**src/rtl/nvm_ctrl_pkg.sv**
```systemverilog
package nvm_ctrl_pkg;

  typedef enum logic [7:0] {
    OP_NONE         = 8'h00,
    OP_IDLE         = 8'h01,
    OP_FL_WRITE     = 8'h02,
    OP_FL_PGERASE   = 8'h03,
    OP_EE_WRITE     = 8'h10,
    OP_FL_WHOLE     = 8'h20,
    OP_EE_WHOLE     = 8'h30
  } nvm_op_e;

  typedef enum logic [1:0] {
    RA_KEY  = 2'd0,
    RA_CMD  = 2'd1,
    RA_STAT = 2'd2,
    RA_MAP  = 2'd3
  } reg_addr_e;

  localparam logic [7:0] UNLOCK_KEY   = 8'h9D;
  localparam int         SECT_BITS    = 15;
  localparam int         ERR_CLR_BIT  = 2;

  function automatic logic op_known(input logic [7:0] code);
    case (code)
      OP_NONE, OP_IDLE, OP_FL_WRITE, OP_FL_PGERASE,
      OP_EE_WRITE, OP_FL_WHOLE, OP_EE_WHOLE: return 1'b1;
      default:                               return 1'b0;
    endcase
  endfunction

endpackage

```
**src/rtl/nvm_key_window.sv**
```systemverilog
module nvm_key_window #(
  parameter int WIN_LEN = 4
) (
  input  logic clk,
  input  logic rst_n,
  input  logic key_hit,
  input  logic consume,
  input  logic retire,
  output logic open
);
  localparam int CW = $clog2(WIN_LEN + 1);

  logic [CW-1:0] left_q;

  always_ff @(posedge clk or negedge rst_n) begin
    if (!rst_n) begin
      left_q <= '0;
    end else if (key_hit) begin
      left_q <= CW'(WIN_LEN);
    end else if (consume) begin
      left_q <= '0;
    end else if (retire && left_q != '0) begin
      left_q <= left_q - CW'(1);
    end
  end

  assign open = (left_q != '0);
endmodule

```
**src/rtl/nvm_cmd_regs.sv**
```systemverilog
module nvm_cmd_regs
  import nvm_ctrl_pkg::*;
#(
  parameter int MAP_W = 2
) (
  input  logic             clk,
  input  logic             rst_n,
  input  logic             bus_wr,
  input  logic [1:0]       bus_addr,
  input  logic [7:0]       bus_wdata,
  input  logic             win_open,
  input  logic             any_busy,
  output logic             cmd_wr,
  output logic [7:0]       cmd_q,
  output logic             err_q,
  output logic [MAP_W-1:0] map_q,
  output logic             fl_whole_go,
  output logic             ee_whole_go
);
  logic allowed;
  logic clr_err;

  assign cmd_wr      = bus_wr && (bus_addr == RA_CMD);
  assign allowed     = cmd_wr && win_open && !any_busy;
  assign clr_err     = bus_wr && (bus_addr == RA_STAT) && bus_wdata[ERR_CLR_BIT];
  assign fl_whole_go = allowed && (bus_wdata == OP_FL_WHOLE);
  assign ee_whole_go = allowed && (bus_wdata == OP_EE_WHOLE);

  always_ff @(posedge clk or negedge rst_n) begin
    if (!rst_n) begin
      cmd_q <= OP_NONE;
      err_q <= 1'b0;
      map_q <= '0;
    end else begin
      if (allowed && op_known(bus_wdata)) begin
        cmd_q <= bus_wdata;
      end
      if (cmd_wr && !allowed) begin
        err_q <= 1'b1;
      end else if (clr_err) begin
        err_q <= 1'b0;
      end
      if (bus_wr && bus_addr == RA_MAP) begin
        map_q <= bus_wdata[MAP_W-1:0];
      end
    end
  end
endmodule

```
**src/rtl/nvm_store_gate.sv**
```systemverilog
module nvm_store_gate
  import nvm_ctrl_pkg::*;
#(
  parameter int          MAP_W   = 2,
  parameter int          EE_AW   = 8,
  parameter logic [15:0] EE_BASE = 16'h1400
) (
  input  logic                     clk,
  input  logic                     rst_n,
  input  logic                     accept,
  input  logic [15:0]              st_addr,
  input  logic [7:0]               st_data,
  input  logic                     st_pm,
  input  logic [7:0]               cmd,
  input  logic [MAP_W-1:0]         map,
  output logic                     fl_go,
  output logic                     ee_go,
  output logic                     fl_wr_stb,
  output logic                     fl_pe_stb,
  output logic                     ee_wr_stb,
  output logic                     reject,
  output logic [MAP_W+SECT_BITS-1:0] fl_addr,
  output logic [EE_AW-1:0]         ee_addr,
  output logic [7:0]               wr_data
);
  logic in_ee, to_flash, to_ee;
  logic fl_wr_go, fl_pe_go, rej_go;

  assign in_ee    = (st_addr[15:EE_AW] == EE_BASE[15:EE_AW]);
  assign to_flash = st_pm ? !in_ee : st_addr[15];
  assign to_ee    = !st_pm && in_ee;

  assign rej_go   = accept && st_pm && in_ee;
  assign fl_wr_go = accept && to_flash && (cmd == OP_FL_WRITE);
  assign fl_pe_go = accept && to_flash && (cmd == OP_FL_PGERASE);
  assign ee_go    = accept && to_ee && (cmd == OP_EE_WRITE);
  assign fl_go    = fl_wr_go || fl_pe_go;

  always_ff @(posedge clk or negedge rst_n) begin
    if (!rst_n) begin
      fl_wr_stb <= 1'b0;
      fl_pe_stb <= 1'b0;
      ee_wr_stb <= 1'b0;
      reject    <= 1'b0;
      fl_addr   <= '0;
      ee_addr   <= '0;
      wr_data   <= '0;
    end else begin
      fl_wr_stb <= fl_wr_go;
      fl_pe_stb <= fl_pe_go;
      ee_wr_stb <= ee_go;
      reject    <= rej_go;
      if (fl_go) begin
        fl_addr <= {map, st_addr[SECT_BITS-1:0]};
      end
      if (ee_go) begin
        ee_addr <= st_addr[EE_AW-1:0];
      end
      if (fl_go || ee_go) begin
        wr_data <= st_data;
      end
    end
  end
endmodule

```
**src/rtl/nvm_busy_flag.sv**
```systemverilog
module nvm_busy_flag (
  input  logic clk,
  input  logic rst_n,
  input  logic launch,
  input  logic done,
  output logic busy
);
  always_ff @(posedge clk or negedge rst_n) begin
    if (!rst_n) begin
      busy <= 1'b0;
    end else if (launch) begin
      busy <= 1'b1;
    end else if (done) begin
      busy <= 1'b0;
    end
  end
endmodule

```
**src/rtl/nvm_cmd_ctrl.sv**
```systemverilog
module nvm_cmd_ctrl
  import nvm_ctrl_pkg::*;
#(
  parameter int          MAP_W   = 2,
  parameter int          EE_AW   = 8,
  parameter logic [15:0] EE_BASE = 16'h1400,
  parameter int          WIN_LEN = 4
) (
  input  logic                       clk,
  input  logic                       rst_n,
  input  logic                       bus_wr,
  input  logic [1:0]                 bus_addr,
  input  logic [7:0]                 bus_wdata,
  output logic [7:0]                 bus_rdata,
  input  logic                       retire,
  input  logic                       st_valid,
  output logic                       st_ready,
  input  logic [15:0]                st_addr,
  input  logic [7:0]                 st_data,
  input  logic                       st_pm,
  input  logic                       fl_done,
  input  logic                       ee_done,
  output logic                       fl_wr_stb,
  output logic                       fl_pe_stb,
  output logic                       fl_ce_stb,
  output logic [MAP_W+SECT_BITS-1:0] fl_addr,
  output logic                       ee_wr_stb,
  output logic                       ee_ce_stb,
  output logic [EE_AW-1:0]           ee_addr,
  output logic [7:0]                 wr_data,
  output logic                       st_reject
);
  localparam int NMEM = 2;

  logic             win_open, cmd_wr, key_hit;
  logic [7:0]       cmd_q;
  logic             wr_err;
  logic [MAP_W-1:0] map_q;
  logic             fl_whole_go, ee_whole_go;
  logic             fl_go, ee_go, accept;
  logic             fl_busy, ee_busy, any_busy;
  logic [NMEM-1:0]  launch_v, done_v, busy_v;

  assign key_hit  = bus_wr && (bus_addr == RA_KEY) && (bus_wdata == UNLOCK_KEY);
  assign any_busy = fl_busy || ee_busy;
  assign st_ready = !any_busy;
  assign accept   = st_valid && st_ready;

  nvm_key_window #(.WIN_LEN(WIN_LEN)) u_win (
    .clk     (clk),
    .rst_n   (rst_n),
    .key_hit (key_hit),
    .consume (cmd_wr),
    .retire  (retire),
    .open    (win_open)
  );

  nvm_cmd_regs #(.MAP_W(MAP_W)) u_regs (
    .clk         (clk),
    .rst_n       (rst_n),
    .bus_wr      (bus_wr),
    .bus_addr    (bus_addr),
    .bus_wdata   (bus_wdata),
    .win_open    (win_open),
    .any_busy    (any_busy),
    .cmd_wr      (cmd_wr),
    .cmd_q       (cmd_q),
    .err_q       (wr_err),
    .map_q       (map_q),
    .fl_whole_go (fl_whole_go),
    .ee_whole_go (ee_whole_go)
  );

  nvm_store_gate #(.MAP_W(MAP_W), .EE_AW(EE_AW), .EE_BASE(EE_BASE)) u_gate (
    .clk       (clk),
    .rst_n     (rst_n),
    .accept    (accept),
    .st_addr   (st_addr),
    .st_data   (st_data),
    .st_pm     (st_pm),
    .cmd       (cmd_q),
    .map       (map_q),
    .fl_go     (fl_go),
    .ee_go     (ee_go),
    .fl_wr_stb (fl_wr_stb),
    .fl_pe_stb (fl_pe_stb),
    .ee_wr_stb (ee_wr_stb),
    .reject    (st_reject),
    .fl_addr   (fl_addr),
    .ee_addr   (ee_addr),
    .wr_data   (wr_data)
  );

  assign launch_v = {ee_go || ee_whole_go, fl_go || fl_whole_go};
  assign done_v   = {ee_done, fl_done};

  for (genvar m = 0; m < NMEM; m++) begin : g_busy
    nvm_busy_flag u_flag (
      .clk    (clk),
      .rst_n  (rst_n),
      .launch (launch_v[m]),
      .done   (done_v[m]),
      .busy   (busy_v[m])
    );
  end

  assign fl_busy = busy_v[0];
  assign ee_busy = busy_v[1];

  always_ff @(posedge clk or negedge rst_n) begin
    if (!rst_n) begin
      fl_ce_stb <= 1'b0;
      ee_ce_stb <= 1'b0;
    end else begin
      fl_ce_stb <= fl_whole_go;
      ee_ce_stb <= ee_whole_go;
    end
  end

  always_comb begin
    unique case (bus_addr)
      RA_KEY:  bus_rdata = 8'h00;
      RA_CMD:  bus_rdata = cmd_q;
      RA_STAT: bus_rdata = {5'b0, wr_err, ee_busy, fl_busy};
      RA_MAP:  bus_rdata = 8'(map_q);
      default: bus_rdata = 8'h00;
    endcase
  end
endmodule

```
**config.mk**
```make
export PLATFORM = sky130hd
export DESIGN_NAME = nvm_cmd_ctrl
export DESIGN_NICKNAME = d
export VERILOG_FILES = /design/src/rtl/nvm_ctrl_pkg.sv /design/src/rtl/nvm_key_window.sv /design/src/rtl/nvm_cmd_regs.sv /design/src/rtl/nvm_store_gate.sv /design/src/rtl/nvm_busy_flag.sv /design/src/rtl/nvm_cmd_ctrl.sv
export SDC_FILE = /design/constraint.sdc
export NUM_CORES = 1
export LEC_CHECK = 0
export ABC_AREA = 1
export BUFFER_PORTS_ARGS = -buffer_cell sky130_fd_sc_hd__buf_2
export CORE_MARGIN = 3
export CORE_UTILIZATION = 25
export DETAILED_ROUTE_END_ITERATION = 12
export MAX_ROUTING_LAYER = met4
export SLEW_MARGIN = 5
export SYNTH_ARGS = -nofsm -noshare
export SYNTH_HDL_FRONTEND = slang
export SYNTH_SLANG_ARGS = --single-unit
```
**constraint.sdc**
```tcl
create_clock -name clk -period 1.42 [get_ports clk]
set_input_delay 0.284 -clock clk [delete_from_list [all_inputs] [get_ports clk]]
set_output_delay 0.284 -clock clk [all_outputs]
set_load 0.02 [all_outputs]
```
# Word level (Yosys, flattened, before mapping)

Cells that the tools add are included.

Bits in registers: 55
Bits of input ports: 42
Word-level logic and storage cells: 81

Add/subtract/negate cells: 1
Eq/ne operators: 14
Muxes and demuxes: 12
Reductions and logical operators: 39

Operators with widths:

| operator                                                            | number |
|---|---|
| 8-bit by 2-bit == test with 1-bit output (second input constant)    | 4 |
| 8-bit case mux with 4 select lines                                  | 1 |
| 8-bit by 5-bit == test with 1-bit output (second input constant)    | 3 |
| 1-bit logical AND                                                   | 22 |
| 8-bit by 6-bit == test with 1-bit output (second input constant)    | 2 |
| 3-bit two-way mux                                                   | 3 |
| 8-bit by 1-bit == test with 1-bit output (second input constant)    | 1 |
| 8-bit == test (second input constant)                               | 1 |
| 8-bit zero test                                                     | 1 |
| 1-bit two-way mux                                                   | 8 |
| 7-bit OR reduction                                                  | 1 |
| 2-bit nonzero test                                                  | 3 |
| 3-bit nonzero test                                                  | 2 |
| 1-bit logical OR                                                    | 5 |
| 2-bit == test (second input constant)                               | 2 |
| 1-bit zero test                                                     | 4 |
| 3-bit by 1-bit subtractor with 3-bit output (second input constant) | 1 |
| 2-bit by 1-bit == test with 1-bit output (second input constant)    | 1 |
| 2-bit zero test                                                     | 1 |

# Depth between registers and ports, before layout

Word-level depth: 8
Depth in mapped cells: 10
Gate-level depth less buffers: 9

# By module

Synthesis repeated with hierarchy kept, for this count alone.

Cell total of the unflattened synthesis: 312
Area, all modules: 2658.8 sq um

By module, submodules not included:

| module         | instances | cells each | area an instance (sq um) | sequential area each (sq um) |
|---|---|---|---|---|
| nvm_store_gate | 1         | 167        | 1540.2                   | 925.9 |
| nvm_cmd_regs   | 1         | 63         | 550.5                    | 275.3 |
| nvm_cmd_ctrl   | 1         | 44         | 250.2                    | 50.0 |
| nvm_key_window | 1         | 28         | 237.7                    | 75.1 |
| nvm_busy_flag  | 2         | 5          | 40.0                     | 25.0 |

# Least setup slack after synthesis

Ideal clock, no wire load.

Path kind: flip-flop to flip-flop
From: reg g_busy[1].u_flag.busy
To: reg u_gate.fl_addr[11]
Arrival: 1.353 ns
Required time: 1.303 ns
Setup slack: -0.050 ns
Cell stages (with the launch flop): 11
Buffers on the path: 2
Cell sequence: dfrtp_1 nor2_4 nand2_2 inv_2 nand2_2 nor2_4 nand2_2 buf_6 buf_6 nand2_1 nand2_1

Word-level cells in the longest chain between the ends: 6

Ends and longest elaborated chain:

| element                                     | line                                       | text |
|---|---|---|
| start: declaration                          | nvm_busy_flag.sv:6                         | `output logic busy` |
| start signal: assignment                    | nvm_busy_flag.sv:10                        | `busy <= 1'b0;` |
| start signal: assignment                    | nvm_busy_flag.sv:12                        | `busy <= 1'b1;` |
| start signal: assignment                    | nvm_busy_flag.sv:14                        | `busy <= 1'b0;` |
| 1-bit logical OR (*)                        | nvm_cmd_ctrl.sv:45                         | `assign any_busy = fl_busy \|\| ee_busy;` |
| 1-bit zero test (*)                         | nvm_cmd_ctrl.sv:46                         | `assign st_ready = !any_busy;` |
| named net st_ready                          | nvm_cmd_ctrl.sv:17                         | `output logic st_ready,` |
| 1-bit logical AND (*)                       | nvm_cmd_ctrl.sv:47                         | `assign accept = st_valid && st_ready;` |
| 1-bit logical AND (*)                       | nvm_store_gate.sv:34, nvm_store_gate.sv:35 |  |
| 1-bit logical AND, on equally long branches | nvm_store_gate.sv:34, nvm_store_gate.sv:35 |  |
| 1-bit logical OR (*)                        | nvm_store_gate.sv:37                       | `assign fl_go = fl_wr_go \|\| fl_pe_go;` |
| end signal: assignment                      | nvm_store_gate.sv:54                       | `fl_addr <= {map, st_addr[SECT_BITS-1:0]};` |
| end: declaration                            | nvm_store_gate.sv:22                       | `output logic [MAP_W+SECT_BITS-1:0] fl_addr,` |

The timed path passes the listed nets; every way through them passes the cells marked *.
A chain may end at the register's enable or synchronous reset.

# Final worst setup path

From: in bus_addr[0]
To: out bus_rdata[1]

Word-level cells in the longest chain between the ends: 2

Ends and longest elaborated chain:

| element                                | line                | text |
|---|---|---|
| start: declaration                     | nvm_cmd_ctrl.sv:12  | `input logic [1:0] bus_addr,` |
| 2-bit == test (tied with other cells)  | nvm_cmd_ctrl.sv:121 | `unique case (bus_addr)` |
| 8-bit case mux with 4 select lines (*) | nvm_cmd_ctrl.sv:121 |  |
| end: declaration                       | nvm_cmd_ctrl.sv:14  | `output logic [7:0] bus_rdata,` |

Every way passes the cells marked *; elsewhere a longest branch is shown, timed or not.

==> metrics.md <==
| Metric | Value |
|---|---|
| Clock Pin Slew Worst Setup and Hold Paths | 0.10 ns |
| DRC violation count after routing | 0 |
| Clk Latency, worst-skew pair | 0.31 ns |
| Ratio of final minimum period to clock period | 99.5% |
| Count leader, synth | nand2_1 |
| Yosys top cell area share | 56.0% |
| Actual slew at the worst max-slew pin | 0.313 ns |
| Pwr Total | 3.40 mW |
| Post-detailed-route count of antenna-violating nets | 0 |
| Routability cong. | 0.858 |
| Avg Inst Size Synth | 8.51 um2 |
| Num rows | 35 |
| Core Region | 9420 um2 |
| Vias | 2285 |
| Post-DR wirelength/cell | 12.5 um |
| # IOs | 90 |
| Pwr Density | 968 nW/um2 |
| Root buffer cell | clkbuf_8 |
| FF-to-FF path depth | 7 |
| Post-synthesis register bit count | 55 |
| Final core utilization | 37.3% |
| Worst setup path endpoint | bus_rdata[1] |
| Status | complete, no violations |
| Fin crit period | 1.41 ns |
| CTS buffer count | 5 |
| Post-place setup slack | -0.0120 ns |
| Max Cap Viol | 0 |
| Fillcell total | 975 |
| # diodes | 0 |
| CTS tree | done |
| Yosys cell types | 25 |
| Critical R2R Launch | g_busy[1].u_flag.busy |
| Synth area leaders | dfrtp_1 (56%), nand2_1 (11%), inv_1 (5.8%) |
| GRT Util Overall | 12.3% |
| WS Path Type | input pin to primary output |
| Most frequent cells after synthesis | nand2_1 (73), dfrtp_1 (55), inv_1 (38) |
| Post-Syn Area | 2460 um2 |
| Nature of the critical path endpoint | primary output |
| Synth Flop Type | dfrtp_1 |
| Initial antenna violation count | 0 |
| Total grt overflow | 0 |
| Deepest clock path buffer count | 2 |
| Die area | 11100 um2 |
| Vias in the first global route | 2185 |
| Lkg Pwr | 1.95 nW |
| Hold Crit Class | input pin to register |
| Synth area leader | dfrtp_1 |
| Fin Hold WS | 0.163 ns |
| Starting DRT DRC Count | 125 |
| Number of vias per cell | 4.30 |
| Register-to-register setup slack | 0.007 ns |
| Setup violators final | 0 |
| DR pass1 iterations | 4 |
| CP required | 1.14 ns |
| RSZ-0062 raised after global routing | yes |
| Final worst slack | 0.00735 ns |
| Port bufs | 89 |
| Fraction of registers with async set/reset | 100% |
| Setup crit start | bus_addr[0] |
| Syn nets | 333 |
| Post-Synthesis Cells | 289 |
| Reg2reg end | u_regs.cmd_q[0] |
| Worst path arrival time | 1.13 ns |
| Peak VDD IR | 0.408 mV |
| DP Wirelength | 4.94 mm |
| Largest net degree at the start of global routing | 56 |
| Slew Limit Fails | 0 |
| Final hold vios | 0 |
| Post-synth EDFFs | 0 |
| Achievable frequency | 708 MHz |
| Sequential fraction of the synthesis area | 56.0% |
| Die Width | 105 um |
| Total wire length | 6.63 mm |
| Share of layout cells above drive strength 1 | 40.9% |
| Largest fanout on the critical path | 5 |
| Layout area overhead | 42.7% |
| Startpoint types | input pin |
| First-pass GRT wire length | 10.6 mm |
| Clock sink count | 55 |
| Die Ht | 105 um |
| Initial core utilization | 26.1% |
| Slew headroom | 79.1% |
| Final Skew | 0.0113 ns |
| Final net count | 446 |
| Clock H-tree levels | 2 |
| Ys Warns | 0 |
-- logic make-up (layout without fill, tap and decap cells) --
| family | Yosys count | in the layout | share of synthesized area, % |
|---|---|---|---|
| fa+ha+maj | 2 | 2 | 1.02 |
| flops | 55 | 55 | 56.0 |
| simple gates | 152 | 152 | 27.4 |
| buf+inv | 48 | 162 | 8.30 |
| compound gates | 31 | 31 | 6.92 |
| xor+xnor | 1 | 1 | 0.356 |
-- power breakdown --
group          switching, mW  total (mW)  leakage (nW)  internal [mW]
logic                  0.382       0.714          1.18          0.332
registers             0.0606        1.73         0.722           1.66
clock network          0.510       0.957        0.0515          0.447
total                  0.952        3.40          1.95           2.44
-- worst min-delay path by stage --
stage / start / endpoint / slack [ns] / cells after the start
2_1_floorplan: rst_n / ee_ce_stb / -0.01 / 0
3_3_place_gp: rst_n / ee_ce_stb / 0.30 / 2
3_5_place_dp: rst_n / ee_ce_stb / 0.31 / 2
4_1_cts: st_data[5] / u_gate.wr_data[5] / 0.15 / 3
5_1_grt: st_data[2] / u_gate.wr_data[2] / 0.16 / 3
6_report: st_data[5] / u_gate.wr_data[5] / 0.16 / 3
-- layout make-up --
cell class | count | area, um2 | share of cell area (%)
tap | 129 | 161 | 4.60
clock buffer | 8 | 100 | 2.85
multi-input combinational | 186 | 966 | 27.5
sequential | 55 | 1380 | 39.2
inverter | 41 | 154 | 4.39
timing repair buffer | 113 | 751 | 21.4
-- metrics by stage --
stage / instance area (um2) / TNS [ns] / std cells
after floorplan: 2460 / -0.353 / 289
after global placement: 3170 / 0 / 514
after detailed placement: 3170 / -0.0156 / 514
after CTS: 3310 / 0 / 523
after global routing: 3510 / -0.794 / 532
final: 3510 / 0 / 532
-- cells in the final DEF (no fill, tap or decap) --
cell type and n:
buf_12 4, buf_2 80, buf_4 23, buf_6 2, buf_8 1, clkbuf_1 1
clkbuf_16 2, clkbuf_8 7, dfrtp_1 55, dlygate4sd3_1 1, ha_1 1, ha_4 1
inv_1 32, inv_2 9, nand2_1 60, nand2_2 17, nand2_4 2, nand3_1 23
nand3_2 2, nand3b_1 1, nand4_1 3, nor2_1 28, nor2_2 6, nor2_4 3
nor3_1 5, o211ai_1 2, o21ai_0 6, o21ai_1 17, o21ai_2 2, o221ai_2 2
o22ai_1 2, or2_2 2, xor2_1 1
-- critical path, cell delays in order --
cell	delay, ns
buf_2	0.13
or2_2	0.35
o221ai_2	0.19
buf_4	0.17
-- sequential cells by signal (all words and copies together) (netlist names) --
register / count
fl_ce_stb: 1
u_win.left_q: 3
u_gate.wr_data: 8
u_gate.ee_addr: 8
u_gate.ee_wr_stb: 1
u_gate.fl_wr_stb: 1
u_gate.fl_pe_stb: 1
u_regs.cmd_q: 8
u_gate.reject: 1
u_regs.err_q: 1
u_regs.map_q: 2
ee_ce_stb: 1
u_gate.fl_addr: 17
g_busy.u_flag.busy: 2
-- what timing repair did --
item / CTS / global route
setup endpoints to repair: 5 / 47
cloned: 0 / 2
pin swaps: 1 / 6
buffers inserted: 1 / 7
hold endpoints to repair: 55 / 0
resized for setup: 9 / 45
hold buffers: 1 / 0
-- routing by layer --
metal | part of all wire [%] | up-vias | global-route usage, %
met5 | 0 | - | -
met4 | 1.9 | 0 | 4.50
met3 | 5.2 | 13 | 2.96
met1 | 45 | 1069 | 15.5
li1 | - | 1135 | -
met2 | 48 | 68 | 19.2
No activity file was read; power rests on OpenSTA's default activity.
